[config.mk]
export PLATFORM = sky130hd
export DESIGN_NAME = irq_combiner
export DESIGN_NICKNAME = d
export VERILOG_FILES = /design/src/rtl/irq_comb_pkg.sv /design/src/rtl/irq_sync.sv /design/src/rtl/irq_glitch_filter.sv /design/src/rtl/irq_status_snap.sv /design/src/rtl/irq_combiner.sv
export SDC_FILE = /design/constraint.sdc
export NUM_CORES = 1
export LEC_CHECK = 0
export BUFFER_PORTS_ARGS = -buffer_cell sky130_fd_sc_hd__buf_2
export CAP_MARGIN = 5
export CORE_AREA = 2 2 56 58
export CTS_CLUSTER_SIZE = 14
export DETAILED_ROUTE_END_ITERATION = 6
export DIE_AREA = 0 0 58 60
export PLACE_DENSITY = 0.81
export SYNTH_ARGS = -nofsm -noshare
export SYNTH_HDL_FRONTEND = slang
export SYNTH_SLANG_ARGS = --single-unit
[constraint.sdc]
create_clock -name clk -period 1.8 [get_ports clk]
set_input_delay 0.18 -clock clk [delete_from_list [all_inputs] [get_ports clk]]
set_output_delay 0.18 -clock clk [all_outputs]
set_load 0.02 [all_outputs]
[src/rtl/irq_comb_pkg.sv]
package irq_comb_pkg;

  // Counter width able to hold the larger of two rejection lengths.
  function automatic int rej_cnt_width(input int lo_len, input int hi_len);
    int top;
    top = (lo_len > hi_len) ? lo_len : hi_len;
    return (top < 2) ? 1 : $clog2(top + 1);
  endfunction

  // Filter polarity: which kind of change a line is waiting to confirm.
  typedef enum logic {
    WAIT_FALL = 1'b0,
    WAIT_RISE = 1'b1
  } filt_dir_e;

endpackage

[src/rtl/irq_sync.sv]
module irq_sync #(
  parameter int WIDTH  = 4,
  parameter int STAGES = 2
) (
  input  logic             clk,
  input  logic             rst_n,
  input  logic [WIDTH-1:0] async_in,
  output logic [WIDTH-1:0] sync_out
);

  logic [WIDTH-1:0] chain_q [STAGES];

  // Idle level of an active-low request is high.
  always_ff @(posedge clk or negedge rst_n) begin
    if (!rst_n) begin
      for (int s = 0; s < STAGES; s++) chain_q[s] <= '1;
    end else begin
      chain_q[0] <= async_in;
      for (int s = 1; s < STAGES; s++) chain_q[s] <= chain_q[s-1];
    end
  end

  assign sync_out = chain_q[STAGES-1];

endmodule

[src/rtl/irq_glitch_filter.sv]
module irq_glitch_filter
  import irq_comb_pkg::*;
#(
  parameter int LOW_REJ  = 4,
  parameter int HIGH_REJ = 25
) (
  input  logic clk,
  input  logic rst_n,
  input  logic level_in,   // synchronised, active low
  output logic level_out   // filtered, active low
);

  localparam int CW = rej_cnt_width(LOW_REJ, HIGH_REJ);
  localparam logic [CW-1:0] LOW_LAST  = CW'(LOW_REJ - 1);
  localparam logic [CW-1:0] HIGH_LAST = CW'(HIGH_REJ - 1);

  logic          state_q;
  logic [CW-1:0] run_q;
  filt_dir_e     dir;
  logic [CW-1:0] last_cnt;

  // Currently high: waiting for a fall; currently low: waiting for a rise.
  assign dir      = state_q ? WAIT_FALL : WAIT_RISE;
  assign last_cnt = (dir == WAIT_FALL) ? LOW_LAST : HIGH_LAST;

  always_ff @(posedge clk or negedge rst_n) begin
    if (!rst_n) begin
      state_q <= 1'b1;
      run_q   <= '0;
    end else if (level_in == state_q) begin
      run_q <= '0;                       // disagreement ended, restart
    end else if (run_q == last_cnt) begin
      state_q <= level_in;               // new level held long enough
      run_q   <= '0;
    end else begin
      run_q <= run_q + 1'b1;
    end
  end

  assign level_out = state_q;

endmodule

[src/rtl/irq_status_snap.sv]
module irq_status_snap #(
  parameter int WIDTH = 4
) (
  input  logic             clk,
  input  logic             rst_n,
  input  logic             capture,
  input  logic [WIDTH-1:0] filt_n,
  output logic [WIDTH-1:0] snap
);

  always_ff @(posedge clk or negedge rst_n) begin
    if (!rst_n)       snap <= '0;
    else if (capture) snap <= ~filt_n;   // 1 = request present
  end

endmodule

[src/rtl/irq_combiner.sv]
module irq_combiner #(
  parameter int NUM_IN      = 4,
  parameter int SYNC_STAGES = 2,
  parameter int LOW_REJ     = 4,
  parameter int HIGH_REJ    = 25
) (
  input  logic              clk,
  input  logic              rst_n,
  input  logic [NUM_IN-1:0] irq_n_in,
  input  logic              capture,
  output logic              irq_drive_low,
  output logic [NUM_IN-1:0] status
);

  logic [NUM_IN-1:0] sync_q;
  logic [NUM_IN-1:0] filt_q;

  irq_sync #(
    .WIDTH (NUM_IN),
    .STAGES(SYNC_STAGES)
  ) u_sync (
    .clk     (clk),
    .rst_n   (rst_n),
    .async_in(irq_n_in),
    .sync_out(sync_q)
  );

  for (genvar g = 0; g < NUM_IN; g++) begin : g_filt
    irq_glitch_filter #(
      .LOW_REJ (LOW_REJ),
      .HIGH_REJ(HIGH_REJ)
    ) u_filt (
      .clk      (clk),
      .rst_n    (rst_n),
      .level_in (sync_q[g]),
      .level_out(filt_q[g])
    );
  end

  // Wired-AND of active-low lines: pull low if any line is low.
  assign irq_drive_low = ~(&filt_q);

  irq_status_snap #(
    .WIDTH(NUM_IN)
  ) u_snap (
    .clk    (clk),
    .rst_n  (rst_n),
    .capture(capture),
    .filt_n (filt_q),
    .snap   (status)
  );

endmodule

==> results.yml <==
finish:
  area_growth_pct: 12.6
  antennaDiodeCount: 0
  nNetsFinal: 166
  drive_gt1_frac: 0.256
  most-common-layout-cells: "24 x dfrtp_1, 12 x dfstp_2, 11 x buf_2"
  final_area_sq_mm: 0.00182
  mostFrequentLayoutCell: "dfrtp_1"
drt:
  vias: 1093
  viasPerCell: 5.78
  routedWlPerCell_um: 14.1
  dr.pass1.iters: 4
  ant_nets: 0
  drt_wl_total_um: 2660
  drt_iter0_drc: 58
  drcViolationCount: 0
synthesis:
  synthSimpleGateAreaFrac: 0.164
  ys.flop_type: "dfrtp_1"
  ys_warn_count: 0
  synth_top_family_by_area: "simple AND/OR/NAND/NOR gates"
  synth_fp_nets: 144
  syn_area_per_cell_sq_um: 12.1
  synth_seq_cells: 36
  synth_area_sq_mm: 0.00161
  synth-edff-count: 0
  synthDistinctLibCells: 40
  synth-adder-area-share: 0.0310
  synthMuxAreaShare: 0.0272
  post_synth_inst_count: 133
  ys_async_sr_fraction: 1.00
  synthXorXnorAreaFrac: 0.0706
  synth_compound_area_frac: 0.120
  synth-seq-area-share: 0.568
sta:
  skew_ns: 0.00338
  period_needed_ns: 1.44
  fmax_mhz: 695
  hold_viol_final: 0
  period_share: 0.800
  finalSetupViolCount: 0
  drv_slew: 0
  tns_ns: 0
  rsz0062_at_grt: "no"
  tightest_slew_ns: 0.738
  relSlewSlack: 0.508
clock_tree:
  clock-sinks: 36
  clock_path_buffers: 2
  htreeDepth: 2
  clk_latency_ns: 0.34
  cts_buffers: 5
  tritoncts: "done"
  path_clk_slew_ns: 0.10
  cts_root_buf: "clkbuf_4"
setup_path:
  critPathBufInv: 0
  reg2reg_to: "g_filt[3].u_filt.run_q[3]"
  arrival_ns: 1.65
  reg2reg_depth: 3
  worstPathCellList: "nor4b_1 -> a31o_1 -> nor3_1"
  startpoint_type: "flip-flop"
  r2r-start: "g_filt[3].u_filt.level_out"
  cp_max_fo: 7
  critical-path-slowest-cell: "dfstp_2"
  cp_top_family: "flip-flops"
  cp.required_ns: 2.01
  path_class: "reg -> reg"
  end_kind: "flip-flop"
  reg2reg_slack_ns: 0.36
  cp_slowest_stage_delay_ns: 0.61
global_route:
  grt_antenna_before_repair: 0
  grt_pass1_vias: 1065
  grt_pass1_wl_um: 4630
  grt-ovfl-total: 0
  grt_usage: 0.184
  grt_max_degree: 37
placement:
  hpwl_um: 1950
  gp_congestion: 0.861
  dpl_cell_area_sq_mm: 0.00171
  portBuffers: 11
pwr:
  p_leak_nw: 0.741
  vdd_drop_max_uv: 800
  p_per_area_mw_per_mm2: 948
  p_total_mw: 1.72
floorplan:
  die_h_um: 60
  die-area_sq_mm: 0.00348
  core_area_sq_mm: 0.00290
  start_util: 0.556
  io_pins: 12
  die-width_um: 58
  rows: 20
status:
  status: "completed"
min_path:
  holdPathEnd: "u_snap.snap[3]"
  hold_class: "in -> reg"
  min_from: "capture"
  whs_path_depth: 2
run:
  maxCapViolCount: 0
cell usage after synthesis, drive strengths merged, types with 2 or more instances:
cell type / number / share of area
a21boi: 2 / 0.0093
a21oi: 10 / 0.031
a22o: 2 / 0.011
dfrtp: 24 / 0.37
dfstp: 12 / 0.20
ha: 4 / 0.031
inv: 7 / 0.016
mux2: 3 / 0.021
nand2: 2 / 0.0047
nand2b: 4 / 0.016
nand3: 9 / 0.028
nand3b: 2 / 0.0093
nand4bb: 3 / 0.021
nor2b: 2 / 0.0078
nor3: 10 / 0.031
nor3b: 2 / 0.012
nor4: 2 / 0.012
o21ai: 2 / 0.0062
o21bai: 2 / 0.012
o311ai: 2 / 0.016
or3: 2 / 0.0078
xnor2: 3 / 0.016
xor2: 10 / 0.054
area by class of cell:
class / instances / area [sq um]
Clock inverter: 2 / 10.0
Fill cell: 232 / 1090
Inverter: 7 / 26.3
Tap cell: 33 / 41.3
Timing Repair Buffer: 16 / 105
Clock buffer: 6 / 51.3
Multi-Input combinational cell: 89 / 667
Sequential cell: 36 / 916
where the power goes:
group / internal (mW) / switching [mW] / total, mW
Clock: 0.186 / 0.255 / 0.441
Combinational: 0.135 / 0.133 / 0.268
Sequential: 0.907 / 0.107 / 1.01
cells by family after synthesis:
| kind of cell | Yosys count |
|---|---|
| buf+inv | 8 |
| mux | 4 |
| xor+xnor | 13 |
| fa+ha+maj | 4 |
| simple gates | 42 |
| flops | 36 |
| compound gates | 26 |
worst max-delay path by stage:
stage / start / end / slack (ns) / depth (start not counted)
floorplan: g_filt[0].u_filt.level_out / g_filt[0].u_filt.run_q[2] / 0.51 / 3
global placement: g_filt[0].u_filt.level_out / g_filt[0].u_filt.run_q[4] / 0.44 / 3
detailed placement: g_filt[3].u_filt.level_out / g_filt[3].u_filt.run_q[3] / 0.35 / 3
CTS: g_filt[3].u_filt.level_out / g_filt[3].u_filt.run_q[3] / 0.34 / 3
global route: g_filt[0].u_filt.level_out / g_filt[0].u_filt.run_q[2] / 0.28 / 3
finish: g_filt[3].u_filt.level_out / g_filt[3].u_filt.run_q[3] / 0.36 / 3
state kept, by name, indices dropped and copies added, names as in the netlist:
register / flops
u_sync.sync_out: 4
g_filt.u_filt.level_out: 4
u_sync.chain_q: 4
g_filt.u_filt.run_q: 20
u_snap.snap: 4
per-stage QoR:
stage | util | std cells | setup WS, ns | hold WS [ns]
4_1_cts | 0.626 | 189 | 0.337 | 0.0885
6_report | 0.626 | 189 | 0.360 | 0.104
3_3_place_gp | 0.588 | 176 | 0.440 | 0.281
3_5_place_dp | 0.588 | 176 | 0.350 | 0.286
5_1_grt | 0.626 | 189 | 0.282 | 0.0848
2_1_floorplan | - | 133 | 0.515 | -0.116
repair_timing:
item	4_1_cts	5_1_grt
gates resized for setup	0	0
hold buffers	5	0
hold endpoints to repair	28	0
buffers inserted	0	0
per-layer routing:
layer	routed length (um)	global-route usage	vias to the layer above
li1	-	-	529
met1	1190	0.207	538
met2	1310	0.302	18
met3	89	0.0671	8
met4	74	0.106	0
met5	0	0	-
(Power assumes the default switching activity.)
